`src/rtl/ea_pkg.sv`:
```
package ea_pkg;

    localparam int CODE_W      = 6;
    localparam int EXT_W       = 16;
    localparam int RIDX_W      = 4;
    localparam int CYC_W       = 5;
    localparam int STEP_W      = 3;
    localparam int BRIEF_LBIT  = 11;
    localparam int BRIEF_DW    = 8;

    typedef enum logic [3:0] {
        EA_DREG, EA_AREG, EA_IND, EA_POSTINC, EA_PREDEC, EA_DISP,
        EA_INDEX, EA_ABSW, EA_ABSL, EA_PCDISP, EA_PCINDEX, EA_IMM,
        EA_BAD
    } ea_class_t;

    typedef enum logic [1:0] {
        SZ_BYTE = 2'd0,
        SZ_WORD = 2'd1,
        SZ_LONG = 2'd2,
        SZ_RSVD = 2'd3
    } opsize_t;

    typedef struct packed {
        ea_class_t          cls;
        logic [1:0]         n_words;
        logic [CYC_W-1:0]   extra;
        logic [STEP_W-1:0]  step;
        logic               illegal;
        logic               no_write;
        logic               updates;
    } ea_decode_t;

endpackage

```
`src/rtl/ea_mode_decode.sv`:
```
module ea_mode_decode
    import ea_pkg::*;
(
    input  logic [CODE_W-1:0] code_i,
    input  opsize_t           size_i,
    output ea_decode_t        info_o
);
    logic       is_long;
    logic [2:0] rsel;

    always_comb begin
        is_long = (size_i == SZ_LONG) || (size_i == SZ_RSVD);
        rsel    = code_i[2:0];

        info_o          = '0;
        info_o.cls      = EA_DREG;

        // step for post-increment / pre-decrement; byte on the stack register keeps alignment
        unique case (size_i)
            SZ_BYTE: info_o.step = (rsel == 3'd7) ? STEP_W'(2) : STEP_W'(1);
            SZ_WORD: info_o.step = STEP_W'(2);
            default: info_o.step = STEP_W'(4);
        endcase

        case (code_i[5:3])
            3'd0: info_o.cls = EA_DREG;
            3'd1: info_o.cls = EA_AREG;
            3'd2: info_o.cls = EA_IND;
            3'd3: begin
                info_o.cls     = EA_POSTINC;
                info_o.updates = 1'b1;
            end
            3'd4: begin
                info_o.cls     = EA_PREDEC;
                info_o.updates = 1'b1;
                info_o.extra   = is_long ? CYC_W'(10) : CYC_W'(6);
            end
            3'd5: begin
                info_o.cls     = EA_DISP;
                info_o.n_words = 2'd1;
                info_o.extra   = is_long ? CYC_W'(12) : CYC_W'(8);
            end
            3'd6: begin
                info_o.cls     = EA_INDEX;
                info_o.n_words = 2'd1;
                info_o.extra   = is_long ? CYC_W'(14) : CYC_W'(10);
            end
            default: begin
                case (rsel)
                    3'd0: begin
                        info_o.cls     = EA_ABSW;
                        info_o.n_words = 2'd1;
                        info_o.extra   = is_long ? CYC_W'(12) : CYC_W'(8);
                    end
                    3'd1: begin
                        info_o.cls     = EA_ABSL;
                        info_o.n_words = 2'd2;
                        info_o.extra   = is_long ? CYC_W'(16) : CYC_W'(12);
                    end
                    3'd2: begin
                        info_o.cls      = EA_PCDISP;
                        info_o.n_words  = 2'd1;
                        info_o.no_write = 1'b1;
                        info_o.extra    = is_long ? CYC_W'(12) : CYC_W'(8);
                    end
                    3'd3: begin
                        info_o.cls      = EA_PCINDEX;
                        info_o.n_words  = 2'd1;
                        info_o.no_write = 1'b1;
                        info_o.extra    = is_long ? CYC_W'(14) : CYC_W'(10);
                    end
                    3'd4: begin
                        info_o.cls      = EA_IMM;
                        info_o.n_words  = is_long ? 2'd2 : 2'd1;
                        info_o.no_write = 1'b1;
                        info_o.extra    = is_long ? CYC_W'(8) : CYC_W'(4);
                    end
                    default: begin
                        info_o.cls     = EA_BAD;
                        info_o.illegal = 1'b1;
                    end
                endcase
            end
        endcase
    end

    // illegal codes carry neither a cost nor a fetch
    always_comb begin
        if (info_o.illegal) begin
            assert_bad_is_free_R8: assert (info_o.n_words == 2'd0 && info_o.extra == '0 && !info_o.updates);
        end
    end

endmodule

```
`src/rtl/ea_addr_calc.sv`:
```
module ea_addr_calc
    import ea_pkg::*;
#(
    parameter int XLEN    = 32,
    parameter int PC_KEEP = 24
) (
    input  ea_class_t          cls_i,
    input  opsize_t            size_i,
    input  logic [STEP_W-1:0]  step_i,
    input  logic [XLEN-1:0]    base_i,
    input  logic [XLEN-1:0]    index_i,
    input  logic [PC_KEEP-1:0] pc_low_i,
    input  logic [EXT_W-1:0]   ext0_i,
    input  logic [EXT_W-1:0]   ext1_i,
    output logic [XLEN-1:0]    addr_o,
    output logic [XLEN-1:0]    new_an_o
);
    logic [XLEN-1:0] step_x;
    logic [XLEN-1:0] disp_wide;
    logic [XLEN-1:0] disp_short;
    logic [XLEN-1:0] idx_val;
    logic [XLEN-1:0] pc_base;
    logic [XLEN-1:0] brief_off;
    logic [XLEN-1:0] imm_byte;
    logic [XLEN-1:0] pair;

    always_comb begin
        step_x     = XLEN'(step_i);
        disp_wide  = {{(XLEN-EXT_W){ext0_i[EXT_W-1]}}, ext0_i};
        disp_short = {{(XLEN-BRIEF_DW){ext0_i[BRIEF_DW-1]}}, ext0_i[BRIEF_DW-1:0]};
        imm_byte   = disp_short;
        idx_val    = ext0_i[BRIEF_LBIT] ? index_i
                                        : {{(XLEN-EXT_W){index_i[EXT_W-1]}}, index_i[EXT_W-1:0]};
        pc_base    = {{(XLEN-PC_KEEP){pc_low_i[PC_KEEP-1]}}, pc_low_i};
        brief_off  = idx_val + disp_short;
        pair       = XLEN'({ext0_i, ext1_i});

        new_an_o = base_i;
        addr_o   = '0;
        case (cls_i)
            EA_IND:     addr_o = base_i;
            EA_POSTINC: begin
                addr_o   = base_i;
                new_an_o = base_i + step_x;
            end
            EA_PREDEC:  begin
                new_an_o = base_i - step_x;
                addr_o   = base_i - step_x;
            end
            EA_DISP:    addr_o = base_i + disp_wide;
            EA_INDEX:   addr_o = base_i + brief_off;
            EA_ABSW:    addr_o = disp_wide;
            EA_ABSL:    addr_o = pair;
            EA_PCDISP:  addr_o = pc_base + disp_wide;
            EA_PCINDEX: addr_o = pc_base + brief_off;
            EA_IMM: begin
                unique case (size_i)
                    SZ_BYTE: addr_o = imm_byte;
                    SZ_WORD: addr_o = disp_wide;
                    default: addr_o = pair;
                endcase
            end
            default:    addr_o = '0;
        endcase
    end

endmodule

```
`src/rtl/ea_gen_unit.sv`:
```
module ea_gen_unit
    import ea_pkg::*;
#(
    parameter int XLEN    = 32,
    parameter int PC_KEEP = 24
) (
    input  logic              clk,
    input  logic              rst_n,
    input  logic              start_i,
    input  logic [5:0]        ea_code_i,
    input  logic [1:0]        op_size_i,
    input  logic              wr_intent_i,
    input  logic [XLEN-1:0]   pc_i,
    output logic              ext_req_o,
    input  logic              ext_valid_i,
    input  logic [15:0]       ext_word_i,
    output logic [3:0]        rf_base_idx_o,
    input  logic [XLEN-1:0]   rf_base_data_i,
    output logic [3:0]        rf_index_idx_o,
    input  logic [XLEN-1:0]   rf_index_data_i,
    output logic              rf_we_o,
    output logic [3:0]        rf_wr_idx_o,
    output logic [XLEN-1:0]   rf_wr_data_o,
    output logic              done_o,
    output logic [XLEN-1:0]   ea_addr_o,
    output logic              reg_direct_o,
    output logic [3:0]        reg_idx_o,
    output logic [4:0]        extra_cycles_o,
    output logic              illegal_o,
    output logic              not_writable_o,
    output logic [XLEN-1:0]   pc_o
);

    typedef enum logic [1:0] {ST_IDLE, ST_FETCH, ST_FINISH} state_t;

    typedef struct packed {
        state_t              st;
        logic [CODE_W-1:0]   code;
        opsize_t             size;
        logic                wr_intent;
        logic [XLEN-1:0]     pc;
        logic [PC_KEEP-1:0]  pc_first;
        logic [1:0]          left;
        logic                got;
        logic [EXT_W-1:0]    ext0;
        logic [EXT_W-1:0]    ext1;
        logic                done;
        logic [XLEN-1:0]     addr;
        logic                reg_dir;
        logic [RIDX_W-1:0]   ridx;
        logic [CYC_W-1:0]    extra;
        logic                illegal;
        logic                no_wr;
        logic                we;
        logic [RIDX_W-1:0]   widx;
        logic [XLEN-1:0]     wdata;
    } ctx_t;

    ctx_t cur_q, nxt_d;

    logic [CODE_W-1:0] dec_code;
    opsize_t           dec_size;
    ea_decode_t        dec;
    logic [XLEN-1:0]   calc_addr;
    logic [XLEN-1:0]   calc_an;

    // decode the incoming field while idle, the held field afterwards
    assign dec_code = (cur_q.st == ST_IDLE) ? ea_code_i : cur_q.code;
    assign dec_size = (cur_q.st == ST_IDLE) ? opsize_t'(op_size_i) : cur_q.size;

    ea_mode_decode u_decode (
        .code_i (dec_code),
        .size_i (dec_size),
        .info_o (dec)
    );

    ea_addr_calc #(
        .XLEN    (XLEN),
        .PC_KEEP (PC_KEEP)
    ) u_calc (
        .cls_i    (dec.cls),
        .size_i   (cur_q.size),
        .step_i   (dec.step),
        .base_i   (rf_base_data_i),
        .index_i  (rf_index_data_i),
        .pc_low_i (cur_q.pc_first),
        .ext0_i   (cur_q.ext0),
        .ext1_i   (cur_q.ext1),
        .addr_o   (calc_addr),
        .new_an_o (calc_an)
    );

    always_comb begin
        nxt_d      = cur_q;
        nxt_d.done = 1'b0;
        nxt_d.we   = 1'b0;

        case (cur_q.st)
            ST_IDLE: begin
                if (start_i) begin
                    nxt_d.code      = ea_code_i;
                    nxt_d.size      = opsize_t'(op_size_i);
                    nxt_d.wr_intent = wr_intent_i;
                    nxt_d.pc        = pc_i;
                    nxt_d.pc_first  = pc_i[PC_KEEP-1:0];
                    nxt_d.left      = dec.n_words;
                    nxt_d.got       = 1'b0;
                    nxt_d.ext0      = '0;
                    nxt_d.ext1      = '0;
                    nxt_d.st        = (dec.n_words != 2'd0) ? ST_FETCH : ST_FINISH;
                end
            end
            ST_FETCH: begin
                if (ext_valid_i) begin
                    if (!cur_q.got) nxt_d.ext0 = ext_word_i;
                    else            nxt_d.ext1 = ext_word_i;
                    nxt_d.got  = 1'b1;
                    nxt_d.pc   = cur_q.pc + XLEN'(2);
                    nxt_d.left = cur_q.left - 2'd1;
                    if (cur_q.left == 2'd1) nxt_d.st = ST_FINISH;
                end
            end
            ST_FINISH: begin
                nxt_d.done    = 1'b1;
                nxt_d.reg_dir = (dec.cls == EA_DREG) || (dec.cls == EA_AREG);
                nxt_d.ridx    = cur_q.code[RIDX_W-1:0];
                nxt_d.addr    = calc_addr;
                nxt_d.extra   = dec.extra;
                nxt_d.illegal = dec.illegal;
                nxt_d.no_wr   = cur_q.wr_intent && dec.no_write;
                nxt_d.we      = dec.updates && !dec.illegal;
                nxt_d.widx    = {1'b1, cur_q.code[2:0]};
                nxt_d.wdata   = calc_an;
                nxt_d.st      = ST_IDLE;
            end
            default: nxt_d.st = ST_IDLE;
        endcase
    end

    always_ff @(posedge clk or negedge rst_n) begin
        if (!rst_n) cur_q <= '0;
        else        cur_q <= nxt_d;
    end

    assign ext_req_o      = (cur_q.st == ST_FETCH);
    assign rf_base_idx_o  = {1'b1, cur_q.code[2:0]};
    assign rf_index_idx_o = cur_q.ext0[EXT_W-1 -: RIDX_W];
    assign rf_we_o        = cur_q.we;
    assign rf_wr_idx_o    = cur_q.widx;
    assign rf_wr_data_o   = cur_q.wdata;
    assign done_o         = cur_q.done;
    assign ea_addr_o      = cur_q.addr;
    assign reg_direct_o   = cur_q.reg_dir;
    assign reg_idx_o      = cur_q.ridx;
    assign extra_cycles_o = cur_q.extra;
    assign illegal_o      = cur_q.illegal;
    assign not_writable_o = cur_q.no_wr;
    assign pc_o           = cur_q.pc;

    // request held until a word is supplied
    assert_req_held_R11: assert property (@(posedge clk) disable iff (!rst_n)
        ext_req_o && !ext_valid_i |=> ext_req_o);

    // each consumed word moves the PC by one word
    assert_pc_step_R11: assert property (@(posedge clk) disable iff (!rst_n)
        ext_req_o && ext_valid_i |=> pc_o == $past(pc_o) + XLEN'(2));

    // register update only inside the done pulse
    assert_we_in_done_R12: assert property (@(posedge clk) disable iff (!rst_n)
        rf_we_o |-> done_o);

    // done is a single-cycle pulse
    assert_done_pulse_R12: assert property (@(posedge clk) disable iff (!rst_n)
        done_o |=> !done_o);

    // illegal code: no update, no cost
    assert_illegal_quiet_R8: assert property (@(posedge clk) disable iff (!rst_n)
        done_o && illegal_o |-> !rf_we_o && extra_cycles_o == '0);

    // updates only ever target an address register
    assert_upd_areg_R2: assert property (@(posedge clk) disable iff (!rst_n)
        rf_we_o |-> rf_wr_idx_o[RIDX_W-1]);

endmodule

```
`config.mk`:
```
export PLATFORM = sky130hd
export DESIGN_NAME = ea_gen_unit
export DESIGN_NICKNAME = d
export VERILOG_FILES = /design/src/rtl/ea_pkg.sv /design/src/rtl/ea_mode_decode.sv /design/src/rtl/ea_addr_calc.sv /design/src/rtl/ea_gen_unit.sv
export SDC_FILE = /design/constraint.sdc
export NUM_CORES = 1
export LEC_CHECK = 0
export BUFFER_PORTS_ARGS = -buffer_cell sky130_fd_sc_hd__clkbuf_2
export CELL_PAD_IN_SITES_DETAIL_PLACEMENT = 0
export CELL_PAD_IN_SITES_GLOBAL_PLACEMENT = 2
export CORE_AREA = 4 4 225 227
export CTS_CLUSTER_SIZE = 40
export DETAILED_ROUTE_END_ITERATION = 16
export DIE_AREA = 0 0 229 231
export PLACE_DENSITY = 0.89
export REMOVE_ABC_BUFFERS = 1
export SLEW_MARGIN = 20
export SYNTH_ARGS = -nofsm -noshare
export SYNTH_HDL_FRONTEND = slang
export SYNTH_SLANG_ARGS = --single-unit
```
`constraint.sdc`:
```
create_clock -name clk -period 8.8 [get_ports clk]
set_input_delay 1.32 -clock clk [delete_from_list [all_inputs] [get_ports clk]]
set_output_delay 1.32 -clock clk [all_outputs]
set_load 0.02 [all_outputs]
```
Word level (Yosys, flattened, before mapping)
Cells that the tools add are included.
- flip-flop bits (word level): 184
- bits in latches: 0
- RAM bits: 0
- memory bits (read-only): 0
- bits of input ports: 125
- output and inout port bits: 123
- logic and storage cells: 125
- memories: 0
- add/subtract/negate cells: 9
- $mul: 0
- divide/modulo/power cells: 0
- order comparisons: 0
- eq/ne operators: 34
- shift operators: 0
- muxes and demuxes: 35
- bitwise operators: 0
- reduce and logical (&&, ||, !) cells: 27
- operators with widths (cell ; count):
    32-bit case mux with 9 select lines ; 1
    32-bit case mux with 2 select lines ; 3
    32-bit adder ; 4
    102-bit 2-to-1 mux ; 1
    82-bit 2-to-1 mux ; 1
    35-bit case mux with 2 select lines ; 1
    32-bit 2-to-1 mux ; 2
    35-bit 2-to-1 mux ; 1
    32-bit by 2-bit adder with 32-bit output (second input constant) ; 1
    32-bit by 3-bit adder with 32-bit output ; 1
    16-bit 2-to-1 mux ; 2
    32-bit by 3-bit subtractor with 32-bit output ; 1
    4-bit case mux with 7 select lines ; 1
    7-bit case mux with 4 select lines ; 1
    24-bit by 16-bit adder with 25-bit output ; 1
    4-bit case mux with 5 select lines ; 1
    5-bit case mux with 4 select lines ; 1
    4-bit by 3-bit equality test with 1-bit output (second input constant) ; 4
    4-bit equality test (second input constant) ; 4
    3-bit equality test (second input constant) ; 5
    2-bit 2-to-1 mux ; 7
    3-bit by 2-bit equality test with 1-bit output (second input constant) ; 4
    5-bit OR reduction ; 2
    2-bit by 1-bit equality test with 1-bit output (second input constant) ; 4
    other kinds (28) ; 51

Longest topological paths before layout
- word-level depth: 11
- mapped depth: 23
- gate-level depth less buffers: 22

By module
From an unflattened synthesis, not the netlist that was laid out.
- cell total of the unflattened synthesis: 2465
- area, all modules: 18034.8 µm²
- by module, submodules not included (module ; instances ; cells each ; area each (µm²) ; seq. area each (µm²)):
    ea_addr_calc ; 1 ; 1424 ; 9126.3 ; 0.0
    ea_gen_unit ; 1 ; 992 ; 8587.0 ; 4529.3
    ea_mode_decode ; 1 ; 49 ; 321.6 ; 0.0

Worst setup path after synthesis
OpenSTA, ideal clock, no wires.
- path kind: input port to flip-flop
- from: input ea_code_i[0]
- to: register cur_q, in the netlist ea_addr_o[30]
- library setup time: 0.090 ns
- arrival time: 5.443 ns
- required time: 8.710 ns
- setup slack: 3.267 ns
- cell stages on the path: 19
- path buffers: 1
- path through: or4_1 > o31a_1 > a31oi_4 > nor4b_4 > clkbuf_1 > o21ai_0 > ha_1 > inv_1 > fa_1 > nor2b_1 > o31a_1 > o41ai_1 > o21bai_1 > o2111ai_1 > a31oi_1 > o22a_1 > a2111oi_0 > a21oi_1 > o221ai_1
- longest elaborated chain between the ends: 7
- elaborated cells between the ends (all ways): 24
- those cells by class: 1 x add/sub; 15 x eq/ne; 6 x mux; 2 x reduce/logical
- RTL lines (item ; line ; source):
    from (decl) ; ea_gen_unit.sv:10 ; input logic [5:0] ea_code_i,
    6-bit 2-to-1 mux * ; ea_gen_unit.sv:68 ; assign dec_code = (cur_q.st == ST_IDLE) ? ea_code_i : cur_q.code;
    branches (longest 5 deep; another with 32-bit by 3-bit subtractor with 32-bit output) ; -- ;
    32-bit case mux with 9 select lines * ; ea_addr_calc.sv:40 ; case (cls_i)
    to (signal assigned) ; ea_gen_unit.sv:142 ; else cur_q <= nxt_d;
    to (decl) ; ea_gen_unit.sv:59 ; ctx_t cur_q, nxt_d;
Every way passes the cells marked *.
A chain may end at the register's enable or synchronous reset.

Worst setup path after layout
- from: input rf_index_data_i[3]
- to: register cur_q, in the netlist ea_addr_o[31]
- longest elaborated chain between the ends: 4
- elaborated cells between the ends (all ways): 5
- those cells by class: 3 x add/sub; 2 x mux
- RTL lines (item ; line ; source):
    from (decl) ; ea_gen_unit.sv:20 ; input logic [XLEN-1:0] rf_index_data_i,
    32-bit 2-to-1 mux * ; ea_addr_calc.sv:32 ; idx_val = ext0_i[BRIEF_LBIT] ? index_i
    32-bit adder * ; ea_addr_calc.sv:35 ; brief_off = idx_val + disp_short;
    32-bit adder (on tied branches) ; ea_addr_calc.sv:55, ea_addr_calc.sv:51 ;
    32-bit case mux with 9 select lines * ; ea_addr_calc.sv:40 ;
Every way passes the cells marked *; elsewhere a longest branch is shown, timed or not.

==> flow_summary_export.csv <==
group,metric,value,unit
run_status,status,"finished, final reports clean",
sta,rsz0062_at_grt,"false",
drt,avgViaCountPerCell,5.91,
sta,report.final.setup_viol,0,
place,port_buffers,245,
critical_path,r2r_cells,18,
synth,synth_xor_area_share,6.13,%
synth,ys.flop_type,"dfrtp_1",
cts,cts_inserted_buffers,17,
synth,synth_area,0.0178,mm2
synth,synth_seq_cells,180,
flow_run,maxCapViolations,0,
global_route,grt_pass1_wl,106000,um
sta,final.setup.tns,0,ns
synth,yosysTopAreaCellShare,25.3,%
sta,slew_headroom,29.7,%
final_layout,fin_nets,2679,
sta,finalCritPeriodShare,70.3,%
global_route,grt_start_max_net_pins,72,
drt,num_vias,18056,
global_route,grt_antenna_before_repair,3,
critical_path,path_class,"in -> reg",
drt,postRouteAntennaNets,0,
cts,postCtsHoldBufs,0,
synth,synthAdderAreaFrac,9.45,%
pwr,ir_worst_vdd,0.160,mV
synth,synth_compound_area_share,27.2,%
cts,h-tree-depth,4,
sta,tightest_slew,1.05,ns
drt,drc,0,
critical_path,cp_num_cells,22,
synth,syn_inst,2378,
sta,hold_viol_final,0,
critical_path,crit_required,9.13,ns
cts,clock-sinks,180,
place,finalWeightedCongestion,0.939,
global_route,grt_pass1_vias,17434,
synth,synth_top_family_by_area,"compound AO/OA/AOI/OAI gates",
synth,synth.avg_cell_area,7.50,um2
critical_path,worst_path_max_delay_cell,"nor3b_1",
pwr,leakage,9.07,nW
critical_path,crit_family,"simple AND/OR/NAND/NOR gates",
critical_path,critPathLaunchType,"input pin",
global_route,overflow,0,
critical_path,path_common_cell,"nand2_1",
synth,synthSimpleGateAreaFrac,22.1,%
cts,cts.clk_slew.worst_paths,0.07,ns
critical_path,crit_chain,"clkbuf_2 > ha_1 > o21ai_0 > nor3_1 > nor4b_1 > nor3b_1 > nand2_1 > nand2_1 > a21o_1 > a21oi_1 > xnor2_1 > ha_1 > nand2_1 > nor4_1 > inv_1 > a211oi_1 > o2111ai_1 > a41oi_1 > nand2_1 > a21oi_1 > a311o_1 > nand4_1",
final_layout,area_growth,8.43,%
final_layout,num_antenna_cells,0,
synth,async_reset_ff_share,100,%
floorplan,die_h,231,um
floorplan,coreArea,0.0486,mm2
cts,post_cts.repair.setup_buffers,0,
place,place_hpwl,54200,um
drt,wl_per_cell,22.7,um
synth,ys_seq_area_share,25.3,%
synth,synth_top_area_cell,"dfrtp_1",
cts,cts_max_path_buffers,2,
final_layout,fin_cells,3057,
global_route,grtUsageTotal,25.6,%
synth,synth_cell_types,93,
critical_path,worstPathMaxFanout,9,
cts,cts_resized,0,
sta,period_needed,6.19,ns
synth,synth_warnings,0,
place,dpl.cell_count,3026,
drt,drtIter0Drc,1638,
floorplan,start_util,36.6,%
critical_path,max_stage_delay,0.58,ns
critical_path,cp-end-kind,"flip-flop",
floorplan,rows,81,
worst_hold_path,whs_path_depth,1,
floorplan,ios,248,
drt,dr.pass1.iters,6,
floorplan,dieWidth,229,um
critical_path,path_buf_inv,2,
synth,synthMuxAreaShare,0.997,%
cts,cts_root_buf,"clkbuf_16",
sta,fmax,162,MHz
floorplan,dieArea,0.0529,mm2
synth,synth_edf_count,0,
synth,synthTopCellsByArea,"dfrtp_1 (25%), nand2_1 (9.9%), ha_1 (8.8%), o21ai_0 (6.4%), a21oi_1 (5.2%)",
cts,clock_latency,0.48,ns
final_layout,drive_above_1_share,14.2,%
pwr,power_density,405,mW/mm2
sta,fin_skew,0.0163,ns
drt,wirelength,69500,um
critical_path,crit_arrival,6.52,ns
cts,cts_tree,"built",
sta,finalMaxSlewViolations,0,
worst_hold_path,hold_path_class,"reg -> reg",
[sequential cells by signal, indices dropped and copies added (netlist names)]
| register | flops |
|---|---|
| cur_q | 63 |
| reg_idx_o | 4 |
| pc_o | 32 |
| done_o | 1 |
| rf_wr_idx_o | 1 |
| extra_cycles_o | 4 |
| rf_index_idx_o | 4 |
| not_writable_o | 1 |
| ea_addr_o | 32 |
| rf_wr_data_o | 32 |
| illegal_o | 1 |
| reg_direct_o | 1 |
| rf_base_idx_o | 3 |
| rf_we_o | 1 |
[cell usage in the layout (no fill, tap or decap), drive strengths merged, types with 27 or more instances in the layout]
cell type,instances
nand2,469
clkbuf,264
o21ai,237
a21oi,185
dfrtp,180
nor2,128
ha,125
xnor2,70
nand3,64
a21o,63
xor2,54
nor3,53
inv,52
a31oi,32
a221oi,27
[logic make-up (layout without fill, tap and decap cells)]
| group | after synthesis | count (layout) |
|---|---|---|
| DFF | 180 | 180 |
| buffers and inverters | 292 | 349 |
| xor gates and xnor gates | 124 | 124 |
| muxes | 17 | 17 |
| other | 2 | 2 |
| and+or+nand+nor | 871 | 871 |
| adders and majority gates | 131 | 131 |
| AOI/OAI and AO/OA | 761 | 761 |
[report_power, final]
part           switching [W]  internal, W
combinational        0.00340      0.00193
sequential          0.000498      0.00118
clock               0.000378     0.000432
[path summary, 6_finish.rpt]
path / from / to / slack, ns
min: rf_wr_idx_o[3] / rf_wr_idx_o[3] / 0.48
max reg2reg: cur_q[183] / ea_addr_o[30] / 2.82
min in group asynchronous: rst_n / done_o / 0.86
max: rf_index_data_i[3] / ea_addr_o[31] / 2.61
min reg2reg: rf_wr_idx_o[3] / rf_wr_idx_o[3] / 0.48
max in group asynchronous: rst_n / cur_q[103] / 6.01
[metal layers]
layer | global-route usage [%] | wire [um] | vias to the layer above
met5 | 0 | 39 | -
met4 | 6.41 | 1400 | 6
met3 | 5.36 | 4980 | 80
met2 | 40.7 | 31400 | 678
met1 | 35.5 | 31600 | 8756
li1 | - | - | 8536
[per-stage QoR]
step	area [um2]	worst slack (ns)	power (W)	utilization, %	hold WS (ns)
global route	19300	2.22	0.00842	39.7	0.488
global placement	18700	2.10	0.00688	38.4	0.452
finish	19300	2.61	0.00782	39.7	0.482
CTS	19300	2.40	0.00778	39.7	0.482
floorplan	16400	3.04	0.00514	-	0.439
detailed placement	18700	1.95	0.00694	38.5	0.465
[final cells by class]
| class | count | area (um2) |
|---|---|---|
| inverters | 47 | 176 |
| multi-input cells | 1906 | 11800 |
| flip-flops and latches | 180 | 4510 |
| clock inverters | 12 | 145 |
| clock buffers | 19 | 443 |
| well taps | 622 | 778 |
| fillers | 5144 | 29300 |
| repair buffers | 271 | 1470 |
[Yosys cell counts (9+ instances only)]
master    instances
nand2_1         468
o31ai_1          14
nor3_1           52
o221ai_1         13
and2_1           15
mux2i_1          11
a211oi_1         25
and3_1           20
nand4_1          21
xnor2_1          69
xor2_1           54
a22oi_1          11
o21ai_1           9
a21o_1           63
or2_2             9
nand2b_1         25
buf_4           120
dfrtp_1         180
a31oi_1          30
a221oi_1         27
o21a_1           16
clkbuf_1        109
a21oi_1         185
nor2_1          126
o22ai_1          19
a32oi_1          12
o21bai_1         21
nand3_1          64
or3_1             9
ha_1            125
inv_1            47
nor2b_1          11
nor4_1           12
o21ai_0         227
o211ai_1         14
buf_2             9
[worst reg2reg max path, stage by stage, from the launching register on]
cell	delay, ns
dfrtp_1	0.58
nor2_4	0.53
mux2i_1	0.46
a31oi_4	0.22
nor2b_1	0.25
nand2_2	0.44
nand2_1	0.24
nand2_1	0.08
ha_1	0.34
nor2b_1	0.16
o31a_1	0.29
o41ai_1	0.51
o21bai_1	0.32
o2111ai_1	0.38
a31oi_1	0.17
o22a_1	0.27
a2111oi_0	0.49
a21oi_1	0.09
o221ai_1	0.10
Note: power is estimated with default switching activity, not from simulation.
